$ cat src/rtl/fpc_pkg.sv
package fpc_pkg;

  localparam int OP_W   = 64;   // operand bus width
  localparam int INT_W  = 32;   // integer result width
  localparam int MAN_W  = 53;   // aligned significand width (hidden bit included)
  localparam int EXP_W  = 13;   // signed unbiased exponent width

  localparam int SGL_EW = 8;
  localparam int SGL_FW = 23;
  localparam int DBL_EW = 11;
  localparam int DBL_FW = 52;

  typedef enum logic [1:0] {
    RM_TIES_AWAY = 2'b00,
    RM_TIES_EVEN = 2'b01,
    RM_UP        = 2'b10,
    RM_DOWN      = 2'b11
  } rmode_e;

  typedef struct packed {
    logic                    sign;
    logic                    is_nan;
    logic                    is_inf;
    logic                    is_zero;
    logic                    is_sub;
    logic signed [EXP_W-1:0] exp;
    logic [MAN_W-1:0]        mant;
  } fpc_unp_t;

endpackage

$ cat src/rtl/fpc_field_dec.sv
// Decodes one IEEE-754 format into sign, class, unbiased exponent and a
// left-aligned significand of MAN_W bits.
module fpc_field_dec
  import fpc_pkg::*;
#(
  parameter int EW = 8,
  parameter int FW = 23
) (
  input  logic [EW+FW:0] bits_i,
  output fpc_unp_t       u_o
);

  localparam int BIAS = (1 << (EW - 1)) - 1;

  logic [EW-1:0] ef;
  logic [FW-1:0] fr;

  always_comb begin
    ef          = bits_i[EW+FW-1:FW];
    fr          = bits_i[FW-1:0];
    u_o.sign    = bits_i[EW+FW];
    u_o.is_nan  = (&ef) && (|fr);
    u_o.is_inf  = (&ef) && !(|fr);
    u_o.is_zero = !(|ef) && !(|fr);
    u_o.is_sub  = !(|ef) && (|fr);
    u_o.exp     = EXP_W'(ef) - EXP_W'(BIAS);
    u_o.mant    = MAN_W'({(|ef), fr}) << (MAN_W - 1 - FW);
  end

endmodule

$ cat src/rtl/fpc_unpack.sv
// Selects the single or double decoder output by the precision bit.
module fpc_unpack
  import fpc_pkg::*;
(
  input  logic [OP_W-1:0] op_i,
  input  logic            dbl_i,
  output fpc_unp_t        u_o
);

  fpc_unp_t u_sgl;
  fpc_unp_t u_dbl;

  fpc_field_dec #(.EW(SGL_EW), .FW(SGL_FW)) u_dec_sgl (
    .bits_i (op_i[SGL_EW+SGL_FW:0]),
    .u_o    (u_sgl)
  );

  fpc_field_dec #(.EW(DBL_EW), .FW(DBL_FW)) u_dec_dbl (
    .bits_i (op_i[DBL_EW+DBL_FW:0]),
    .u_o    (u_dbl)
  );

  always_comb begin
    u_o = dbl_i ? u_dbl : u_sgl;
  end

endmodule

$ cat src/rtl/fpc_round.sv
// Aligns the significand to a fixed binary point, extracts integer part,
// guard and sticky, and applies the mode-dependent increment.
module fpc_round
  import fpc_pkg::*;
(
  input  fpc_unp_t         u_i,
  input  rmode_e           rm_i,
  output logic [INT_W:0]   mag_o,
  output logic             big_o
);

  localparam int PAD = INT_W + 2;
  localparam int VW  = MAN_W + PAD;
  localparam int SH0 = MAN_W - 2 + PAD;   // shift that leaves floor(2*|v|)

  logic [VW-1:0]    vec;
  logic [VW-1:0]    msk;
  logic [INT_W:0]   twice;
  logic [INT_W-1:0] ipart;
  logic             grd;
  logic             stk;
  logic             inc;
  int               shi;
  int               ex;

  always_comb begin
    vec   = {u_i.mant, {PAD{1'b0}}};
    ex    = int'(u_i.exp);
    shi   = SH0 - ex;
    big_o = 1'b0;
    twice = '0;
    msk   = '0;
    stk   = 1'b0;
    if (u_i.is_inf) begin
      big_o = 1'b1;
    end else if (u_i.is_nan || u_i.is_zero) begin
      stk = 1'b0;
    end else if (u_i.is_sub || ex < -1) begin
      stk = 1'b1;                          // 0 < |v| < 0.5
    end else if (ex >= INT_W) begin
      big_o = 1'b1;                        // |v| >= 2^INT_W
    end else begin
      twice = (INT_W+1)'(vec >> shi);
      msk   = ~({VW{1'b1}} << shi);
      stk   = |(vec & msk);
    end
    ipart = twice[INT_W:1];
    grd   = twice[0];
  end

  always_comb begin
    unique case (rm_i)
      RM_TIES_AWAY: inc = grd;
      RM_TIES_EVEN: inc = grd & (stk | ipart[0]);
      RM_UP:        inc = ~u_i.sign & (grd | stk);
      RM_DOWN:      inc = u_i.sign & (grd | stk);
      default:      inc = 1'b0;
    endcase
    mag_o = {1'b0, ipart} + (INT_W+1)'(inc);
  end

endmodule

$ cat src/rtl/fpc_sat.sv
// Clamps the rounded magnitude to the signed or unsigned target range.
module fpc_sat
  import fpc_pkg::*;
(
  input  logic             sign_i,
  input  logic             nan_i,
  input  logic             big_i,
  input  logic [INT_W:0]   mag_i,
  input  logic             signed_i,
  output logic [INT_W-1:0] res_o
);

  localparam logic [INT_W:0]   POS_LIM = {2'b00, {(INT_W-1){1'b1}}};
  localparam logic [INT_W:0]   NEG_LIM = {2'b01, {(INT_W-1){1'b0}}};
  localparam logic [INT_W-1:0] S_MAX   = {1'b0, {(INT_W-1){1'b1}}};
  localparam logic [INT_W-1:0] S_MIN   = {1'b1, {(INT_W-1){1'b0}}};
  localparam logic [INT_W-1:0] U_MAX   = {INT_W{1'b1}};

  always_comb begin
    if (nan_i) begin
      res_o = '0;
    end else if (signed_i) begin
      if (!sign_i) begin
        res_o = (big_i || mag_i > POS_LIM) ? S_MAX : mag_i[INT_W-1:0];
      end else begin
        res_o = (big_i || mag_i > NEG_LIM) ? S_MIN
                                           : (~mag_i[INT_W-1:0] + INT_W'(1));
      end
    end else begin
      if (sign_i) begin
        res_o = '0;
      end else begin
        res_o = (big_i || mag_i[INT_W]) ? U_MAX : mag_i[INT_W-1:0];
      end
    end
  end

endmodule

$ cat src/rtl/fp2int_conv.sv
module fp2int_conv
  import fpc_pkg::*;
(
  input  logic             clk,
  input  logic             rst_n,
  input  logic             in_valid,
  input  logic [OP_W-1:0]  in_op,
  input  logic             in_dbl,
  input  logic             in_signed,
  input  logic [1:0]       in_rmode,
  output logic             out_valid,
  output logic [INT_W-1:0] out_result
);

  fpc_unp_t         unp;
  logic [INT_W:0]   mag;
  logic             big;
  logic [INT_W-1:0] sat_res;
  logic [INT_W-1:0] res_d;
  logic [INT_W-1:0] res_q;
  logic             vld_d;
  logic             vld_q;
  logic             res_en;

  fpc_unpack u_unpack (
    .op_i  (in_op),
    .dbl_i (in_dbl),
    .u_o   (unp)
  );

  fpc_round u_round (
    .u_i   (unp),
    .rm_i  (rmode_e'(in_rmode)),
    .mag_o (mag),
    .big_o (big)
  );

  fpc_sat u_sat (
    .sign_i   (unp.sign),
    .nan_i    (unp.is_nan),
    .big_i    (big),
    .mag_i    (mag),
    .signed_i (in_signed),
    .res_o    (sat_res)
  );

  // next state
  always_comb begin
    vld_d  = in_valid;
    res_en = in_valid;
    res_d  = sat_res;
  end

  // registers
  always_ff @(posedge clk or negedge rst_n) begin
    if (!rst_n) begin
      vld_q <= 1'b0;
      res_q <= '0;
    end else begin
      vld_q <= vld_d;
      if (res_en) begin
        res_q <= res_d;
      end
    end
  end

  assign out_valid  = vld_q;
  assign out_result = res_q;

endmodule

$ cat config.mk
export PLATFORM = sky130hd
export DESIGN_NAME = fp2int_conv
export DESIGN_NICKNAME = d
export VERILOG_FILES = /design/src/rtl/fpc_pkg.sv /design/src/rtl/fpc_field_dec.sv /design/src/rtl/fpc_unpack.sv /design/src/rtl/fpc_round.sv /design/src/rtl/fpc_sat.sv /design/src/rtl/fp2int_conv.sv
export SDC_FILE = /design/constraint.sdc
export NUM_CORES = 1
export LEC_CHECK = 0
export BUFFER_PORTS_ARGS = -buffer_cell sky130_fd_sc_hd__buf_2
export CAP_MARGIN = 15
export CORE_MARGIN = 2
export CORE_UTILIZATION = 30
export CTS_BUF_LIST = sky130_fd_sc_hd__clkbuf_16
export CTS_CLUSTER_SIZE = 24
export DETAILED_ROUTE_END_ITERATION = 16
export GPL_ROUTABILITY_DRIVEN = 0
export HOLD_SLACK_MARGIN = 0.03
export PLACE_DENSITY = 0.54
export SETUP_SLACK_MARGIN = 0.05
export SYNTH_ARGS = -nofsm -noshare
export SYNTH_HDL_FRONTEND = slang
export SYNTH_HIERARCHICAL = 1
export SYNTH_SLANG_ARGS = --single-unit
export TNS_END_PERCENT = 10
$ cat constraint.sdc
create_clock -name clk -period 0.9 [get_ports clk]
set_input_delay 0.135 -clock clk [delete_from_list [all_inputs] [get_ports clk]]
set_output_delay 0.135 -clock clk [all_outputs]
set_load 0.03 [all_outputs]
==> impl_results.md, run 1 <==
* CP max FO at 6
* Input/output buffers at between 100 and 150
* CTS Buf Count at 5
* R2R Setup Slk at ~0.08 ns
* PD cells at around 1500 nW/um2
* Tightest Pin Transition at between 0.6 and 0.7 ns
* Area of the mapped netlist at 11,800 um2
* Total congestion overflow at 0
* WP data required at 1.12 ns
* Flops & latches, synth at 33
* Drt wl/cell at around 20 um
* Post-synth EDFFs at 0
* Ys async rst share at between 90% and 100%
* Row cnt at 72
* Max stage delay on crit path at 0.53 ns
* CTS sink cnt at 33
* Worst r2r src: out_result[23]$_DFFE_PN0P_
* Core Util, Final at 45.0%
* # DRC at 0
* Crit path DAT at around 6.8 ns
* Io pins at around 100
* Pre-Repair DR Iteration Count at 5
* TNS Setup at -181.55 ns
* Max-cap violations at 0
* Crit path from: in_op[23]
* Count of cell types in the netlist at between 90 and 100
* Commonest non-fill, non-tap cell in the layout: buf_4
* Failing checks: setup timing
* Critical Path End: out_result[29]$_DFFE_PN0P_
* DR iter-0 viols at between 1,500 and 2,000
* Die width at 203 um
* Leakage power at roughly 7.7 nW
* Worst-path clk slew at ~0.05 ns
* Sequential fraction of the synthesis area at 6.98%
* Final hold vios at 0
* Clock root cell: clkbuf_16
* CTS tree: yes
* Mean cell area of the mapped netlist at ~8.4 um2
* Final setup margin at -5.70 ns
* Unrepaired setup endpoints after global routing: yes
* Outcome: complete, but fails checks
* Max-slew violations at 0
* WS Path Type: in2reg
* Final min period at around 6.6 ns
* Final-stage net count at between 1,500 and 2,000
* Via/cell ratio at ~5.7
* Full die area at 41,100 um2
* CP max-delay cell: or4_4
* Commonest non-fill, non-tap cells in the layout: buf_4 (555), nand2_1 (109), mux2_4 (101)
* Hold slack at 0.225 ns
* CP startpoint kind: input pin
* DRT antenna net count at 0
* Vias in the first global route at roughly 14,000
* Clk Latency, worst-skew pair at around 0.28 ns
* Ratio of cells with drive above 1 in the final layout at 54.1%
* DP Cell Count at ~2,400
* Final period util at 733%
* DP HPWL at roughly 41,000 um
* YS warnings at 6
* Clock Tree Buf Depth at 2
* Commonest register cell after synthesis: dfrtp_1
* Routed WL at 49,800 um
* Post-Synthesis Cells at approximately 1,400
* Non-Filler Instances at about 2,400
* H-tree depth at 2
* Setup Skew at 0 ns
* Die Ht at between 200 and 250 um
* Peak supply drop at around 0.73 mV
* Core ar. at 38,800 um2
* Rel. slew slack at 57.1%
* Path depth of the worst reg2reg path at 1
* Final setup viols at 65
* Hold Crit Class: in2reg
* Area growth syn-to-layout at 47.7%
* Initial antenna violation count at 1
* Initial Utilization at roughly 30%
* Overall global routing resource usage at 23.3%
* Fmax at approximately 0.15 GHz
* Overall via count from detail_route at 13,700
* Largest net degree at the start of global routing at 80
* CP most frequent cell: buf_4
* Capturing point of the worst reg2reg path: out_result[23]$_DFFE_PN0P_
* CP endpoint kind: flop
* First-pass GRT wire length at roughly 77,000 um
[metal layers]
layer,up-vias,global-route usage (%),routed length [um]
met1,6493,29.8,20000
met4,0,11.5,3050
met5,-,0,0
li1,6292,-,-
met3,175,2.47,3800
met2,782,39.1,22900
[worst min-delay path by stage]
stage               startpoint                   endpoint  slack [ns]  cells after the start
finish                in_valid        out_valid$_DFF_PN0_        0.22                      2
global route          in_valid        out_valid$_DFF_PN0_        0.22                      2
CTS                   in_valid        out_valid$_DFF_PN0_        0.22                      2
detailed placement       rst_n  out_result[1]$_DFFE_PN0P_        0.03                      1
global placement         rst_n  out_result[3]$_DFFE_PN0P_        0.02                      1
floorplan                rst_n  out_result[0]$_DFFE_PN0P_       -0.16                      0
[area by class of cell]
class / count / area [um2]
diodes: 1 / 2.50
clock buffers: 5 / 125
clock inverters: 3 / 37.5
fillers: 3704 / 21300
inverters: 20 / 87.6
multi-input cells: 1163 / 10300
flip-flops and latches: 33 / 826
well taps: 518 / 648
repair buffers: 688 / 5420
[flip-flops by register name (all words and copies together) (netlist names)]
name	count
out_result	32
out_valid	1
[power breakdown]
group | total, mW | internal, mW | switching (mW)
logic | 21.8 | 10.6 | 11.2
clock network | 1.89 | 1.28 | 0.608
registers | 2.13 | 1.84 | 0.283
total | 25.8 | 13.7 | 12.1
[logic make-up (layout without fill, tap and decap cells)]
family	Yosys count	in the layout	share of synthesized area [%]
compound gates	342	342	19.5
other cells	1	30	0.0317
fa+ha+maj	11	11	1.14
xor+xnor	65	65	4.87
simple gates	473	473	21.4
flops	33	33	6.98
mux	243	243	32.6
buf+inv	242	716	13.5
[through the flow]
stage	total power, mW	area (um2)	setup slack [ns]
after floorplan	13.8	12200	-5.95
after global placement	21.8	16100	-6.17
after detailed placement	21.9	16100	-6.24
after CTS	25.0	17200	-5.51
after global routing	27.2	17500	-5.99
final	25.8	17500	-5.70
[worst max-delay path, delay by kind of cell]
| family | cells | cell delay (ns) |
|---|---|---|
| multiplexers | 2 | 0.48 |
| AO/OA/AOI/OAI | 8 | 1.80 |
| XOR/XNOR | 2 | 0.39 |
| AND/OR/NAND/NOR | 11 | 2.51 |
| adder cells (fa/ha/maj) | 3 | 0.65 |
| buffers and inverters | 6 | 0.82 |
[timing repair]
action / CTS / global route
cloned: 1 / 1
pin swaps: 53 / 39
setup buffers: 18 / 7
endpoints found under the hold margin: 33 / 0
resized for setup: 185 / 59
hold buffers: 1 / 0
setup endpoints to repair: 65 / 65
[synth_stat cells, types with 12 or more instances]
cell type	n	area, um2
nand3_1	36	180
o21ai_0	68	340
xnor2_1	39	342
nand2_1	114	428
inv_1	18	67.6
nor2_1	91	342
nor3_1	44	220
nor4_1	33	206
nand4b_1	12	105
mux4_2	72	1620
mux2_4	100	1500
mux2i_1	51	510
mux2_2	20	225
nand2b_1	12	75.1
clkbuf_1	52	195
o22ai_1	21	131
a211oi_1	12	90.1
buf_2	27	135
o211ai_1	13	97.6
nand4_1	31	194
dfrtp_1	33	826
or3_1	16	100
o31ai_1	15	113
a21oi_1	77	385
a31oi_1	16	100
buf_4	122	916
xor2_1	25	219
Note: power is estimated with default switching activity, not from simulation.
==> run 2, diff against run 1 <==
==> constraint.sdc (replaced) <==
create_clock -name clk -period 0.9 [get_ports clk]
set_input_delay 0.09 -clock clk [delete_from_list [all_inputs] [get_ports clk]]
set_output_delay 0.09 -clock clk [all_outputs]
set_load 0.03 [all_outputs]
==> run 2 against run 1 <==
  * The flow still finishes with violations (setup timing)
  * Register-to-register slack about the same
  * Clock-buffer cell count unchanged
  * Die area unchanged
  * Maximum frequency up 0.31%
  * Global-route usage about the same
  * Design area down 1.1%
  * Sequential power about the same
==> impl_results.md, run 2 (same netlist as run 1, synthesis figures left out) <==
* Outcome: complete, but fails checks
* Failing checks: setup timing
* CP max-delay cell: or4_4
* Setup Skew at 0 ns
* WS Path Type: in2reg
* CP most frequent cell: buf_6
* DR iter-0 viols at roughly 1,500
* Multi-input gate area at 10,200 um2
* Via/cell ratio at 5.71
* Initial Utilization at between 30 and 40%
* Crit path DAT at ~6.8 ns
* Max-slew violations at 0
* Max reg flops at 32
* Routed WL at between 40,000 and 50,000 um
* CP max FO at 6
* Full die area at between 40,000 and 50,000 um2
* Worst r2r src: out_result[23]$_DFFE_PN0P_
* Max-cap violations at 0
* Core Util, Final at ~45%
* Initial antenna violation count at 0
* Die Ht at 203 um
* H-tree depth at 2
* Commonest non-fill, non-tap cells in the layout: buf_4 (557), nand2_1 (112), mux2_4 (101)
* Fillers at between 3,000 and 4,000
* Io pins at 104
* N_diodes at 0
* CP startpoint kind: input pin
* Final min period at about 6.6 ns
* Drt wl/cell at ~20 um
* # DRC at 0
* Overall global routing resource usage at 23.3%
* CTS sink cnt at 33
* DRT antenna net count at 0
* Fmax at around 0.15 GHz
* Clk Latency, worst-skew pair at 0.28 ns
* Crit path from: in_op[25]
* Max stage delay on crit path at between 0.5 and 0.6 ns
* PD cells at 1490 nW/um2
* Final hold vios at 0
* Row cnt at 72
* Die width at between 200 and 250 um
* Final setup viols at 52
* Final-stage net count at approximately 2,000
* Leakage power at between 7 and 8 nW
* Peak supply drop at 0.780 mV
* Area growth syn-to-layout at 46.0%
* First-pass GRT wire length at 76,500 um
* Unrepaired setup endpoints after global routing: yes
* FF+latch area at 826 um2
* Rel. slew slack at 53.4%
* Largest net degree at the start of global routing at 80
* Tightest Pin Transition at ~0.69 ns
* Vias in the first global route at 13,700
* Total congestion overflow at 0
* Core ar. at between 30,000 and 40,000 um2
* CP endpoint kind: flop
* Clock root cell: clkbuf_16
* DP HPWL at between 40,000 and 50,000 um
* Commonest non-fill, non-tap cell in the layout: buf_4
* CTS tree: yes
* Ratio of cells with drive above 1 in the final layout at between 50% and 60%
* Hold_sp: in_valid
* Final setup margin at -5.68 ns
* Hold Crit Class: in2reg
* Pre-CTS setup slack at -6.19 ns
* Final period util at 731%
* WP data required at approximately 1.1 ns
* Worst-path clk slew at roughly 0.050 ns
* CTS Buf Count at 5
* Pre-Repair DR Iteration Count at 6
* Overall via count from detail_route at approximately 14,000
* Clock Tree Buf Depth at 2
* Input/output buffers at between 100 and 150
* Hold slack at 0.174 ns
[run 2: changes by cell type in the layout (fill, tap and decap cells not counted), sizes merged]
cell | previous run | this run
diode | 1 | 0
buf | 687 | 685
[run 2: worst paths after layout]
| path | cells past startpoint | endpoint | slack (ns) |
|---|---|---|---|
| max in group asynchronous | 3 | out_result[20]$_DFFE_PN0P_ | 0.28 |
| setup reg to reg | 1 | out_result[23]$_DFFE_PN0P_ | 0.08 |
| hold reg to reg | 1 | out_result[31]$_DFFE_PN0P_ | 0.53 |
| min in group asynchronous | 2 | out_result[3]$_DFFE_PN0P_ | 0.21 |
| hold / removal | 2 | out_valid$_DFF_PN0_ | 0.17 |
| setup / recovery | 32 | out_result[29]$_DFFE_PN0P_ | -5.68 |
[run 2: per-layer routing]
layer / global-route usage (%) / routed length, um
met1: 29.2 / 20200
met2: 39.1 / 22600
met3: 3.18 / 3620
met4: 12.0 / 3020
met5: 0 / 0
[run 2: what timing repair did]
action                                 CTS  global route
resized for setup                      168            30
setup endpoints to repair               65            65
pin swaps                               58            24
setup buffers                           21             3
hold buffers                             1             0
endpoints found under the hold margin   33             0
[run 2: stage by stage]
step / cells / setup TNS (ns) / total power [mW] / cell area [um2]
floorplan: 1438 / -187.06 / 13.8 / 12200
global placement: 2395 / -193.04 / 21.8 / 16100
detailed placement: 2395 / -195.65 / 21.9 / 16100
CTS: 2425 / -172.42 / 25.0 / 17100
global route: 2428 / -190.48 / 27.0 / 17300
finish: 2428 / -179.27 / 25.7 / 17300
[run 2: cell type report]
type,instances,area share (%)
clock inverters,3,0.217
multi-input cells,1163,59.0
clock buffers,5,0.724
repair buffers,686,31.0
flip-flops and latches,33,4.78
well taps,518,3.75
inverters,20,0.507
[run 2: critical path, delay by kind of cell]
family / cells / cell delay (ns)
AOI/OAI and AO/OA: 9 / 1.84
xor gates and xnor gates: 2 / 0.28
adders and majority gates: 2 / 0.40
buffers and inverters: 4 / 0.52
muxes: 2 / 0.48
and+or+nand+nor: 13 / 3.17
[run 2: where the power goes]
group | switching [mW] | total (mW) | internal (mW)
combinational | 11.1 | 21.6 | 10.6
clock | 0.638 | 1.92 | 1.29
sequential | 0.277 | 2.12 | 1.84
total | 12.0 | 25.7 | 13.7
==> run 3, diff against run 2 <==
Settings changed: CELL_PAD_IN_SITES_DETAIL_PLACEMENT set to 0, CELL_PAD_IN_SITES_GLOBAL_PLACEMENT set to 2, GPL_ROUTABILITY_DRIVEN 0 to not set, PLACE_DENSITY 0.54 to 0.76.
==> run 3 against run 2 <==
  * The flow still finishes with violations (setup timing)
  * Register-to-register slack hardly changed
  * Critical path depth is 3 higher
  * Clock-buffer cell count stayed put
  * Via count hardly changed
  * Flip-flop and latch count stayed put
  * Sequential share of layout area is 0.077 points lower
  * Maximum frequency is 0.51% higher
  * Highest routed layer unchanged
==> impl_results.md, run 3 (same netlist as run 1, synthesis figures left out) <==
* Initial Utilization at a little under a third
* Max-slew violations at 0
* Final Power at between 20 and 30 mW
* Max stage delay on crit path at 0.52 ns
* Max reg flops at 32
* Full die area at approximately 40,000 um2
* Final setup viols at a little under 60
* CP endpoint kind: flop
* Tightest Pin Transition at 0.820 ns
* PD cells at 1550 nW/um2
* CP delay by family, top: simple AND/OR/NAND/NOR gates
* Drt wl/cell at about 23 um
* Unrepaired setup endpoints after global routing: yes
* DP HPWL at 45,600 um
* WP data required at around 1.1 ns
* DR iter-0 viols at roughly 1,100
* Final setup margin at -5.64 ns
* Ratio of cells with drive above 1 in the final layout at between 50% and 60%
* N_diodes at 0
* Max-cap violations at 0
* First-pass GRT wire length at around 83,000 um
* Design Area, Final at ~18,000 um2
* Peak supply drop at between 1 and 1.5 mV
* Core Util, Final at between 40% and 50%
* Overall global routing resource usage at 26.1%
* Vias in the first global route at roughly 14,000
* Initial antenna violation count at 0
* Non-Filler Instances at 2,452
* Area growth syn-to-layout at 48.4%
* CP bufs+invs at 7
* CP max FO at 10
* TNS Setup at -177.75 ns
* H-tree depth at 2
* DRT antenna net count at 0
* Total congestion overflow at 0
* Input/output buffers at about 100
* Failing checks: setup timing
* RePlAce Congestion at 1.02
* CP startpoint kind: input pin
* Leakage power at between 7 and 8 nW
* CTS sink cnt at 33
* Via/cell ratio at 5.65
* Worst-path clk slew at about 0.060 ns
* Rel. slew slack at around 45%
* Io pins at around 100
* CTS tree: yes
* Setup Skew at 0 ns
* Largest net degree at the start of global routing at 80
* Die Ht at 203 um
* Die width at between 200 and 250 um
* Final-stage net count at between 2,000 and 2,500
* Clock Tree Buf Depth at 2
* Hold slack at around 0.18 ns
* # DRC at 0
* Pre-CTS setup slack at -6.34 ns
* Placed Instance Area at roughly 16,000 um2
* Commonest non-fill, non-tap cell in the layout: buf_4
* Final period util at 727%
* CP max-delay cell: or4_4
* Crit path DAT at slightly below 7 ns
* Overall via count from detail_route at about 14,000
* WS Path Type: in2reg
* CP most frequent cell: buf_6
* Fmax at between 0.15 and 0.2 GHz
* DP Cell Count at 2,422
* Final hold vios at 0
* Core ar. at just under 40,000 um2
* CTS Buf Count at 5
* Clk Latency, worst-skew pair at ~0.28 ns
* Routed WL at roughly 56,000 um
* Commonest non-fill, non-tap cells in the layout: buf_4 (573), nand2_1 (113), mux2_4 (100)
* Final min period at around 6.5 ns
* Clock root cell: clkbuf_16
* Hold Crit Class: in2reg
* Pre-Repair DR Iteration Count at 5
* Outcome: complete, but fails checks
* Row cnt at 72
-- run 3: changes by cell type in the layout (fill, tap and decap cells not counted), moves of 3 or more --
cell,change
a21oi_1,-6
a21oi_2,+5
buf_2,+3
buf_4,+16
o21ai_0,-8
o21ai_1,+8
o31ai_2,-3
-- run 3: area by class of cell --
| class | instances | area, um2 |
|---|---|---|
| Fill cell | 3828 | 21300 |
| Multi-Input combinational cell | 1163 | 10300 |
| Timing Repair Buffer | 710 | 5580 |
| Sequential cell | 33 | 826 |
| Tap cell | 518 | 648 |
| Clock buffer | 5 | 125 |
| Inverter | 20 | 91.3 |
| Clock inverter | 3 | 37.5 |
-- run 3: path summary, 6_finish.rpt --
path | slack [ns] | endpoint | depth (start not counted) | startpoint
worst max-delay path | -5.64 | out_result[29]$_DFFE_PN0P_ | 35 | in_op[54]
max in group asynchronous | 0.41 | out_result[19]$_DFFE_PN0P_ | 3 | rst_n
worst min register to register | 0.53 | out_result[31]$_DFFE_PN0P_ | 1 | out_result[31]$_DFFE_PN0P_
worst min-delay path | 0.18 | out_valid$_DFF_PN0_ | 2 | in_valid
min in group asynchronous | 0.31 | out_result[3]$_DFFE_PN0P_ | 3 | rst_n
worst max register to register | 0.07 | out_result[21]$_DFFE_PN0P_ | 1 | out_result[21]$_DFFE_PN0P_
-- run 3: what timing repair did --
item | in CTS | in global routing
cloned | 0 | 3
hold buffers | 1 | 0
resized for setup | 110 | 116
pin swaps | 15 | 38
setup buffers | 4 | 14
hold endpoints to repair | 33 | 0
setup endpoints to repair | 65 | 65
-- run 3: metal layers --
metal / track usage (%) / up-vias / routed length, um / part of all wire (%)
li1: - / 6353 / - / -
met1: 35.0 / 6789 / 23800 / 43
met2: 43.0 / 612 / 25600 / 46
met3: 3.08 / 107 / 3760 / 6.8
met4: 9.54 / 0 / 2320 / 4.2
met5: 0 / - / 0 / 0
-- run 3: report_power, final --
group	internal (mW)	switching [mW]
Clock	1.29	0.689
Combinational	11.3	11.9
Sequential	1.84	0.293
Total	14.4	12.9
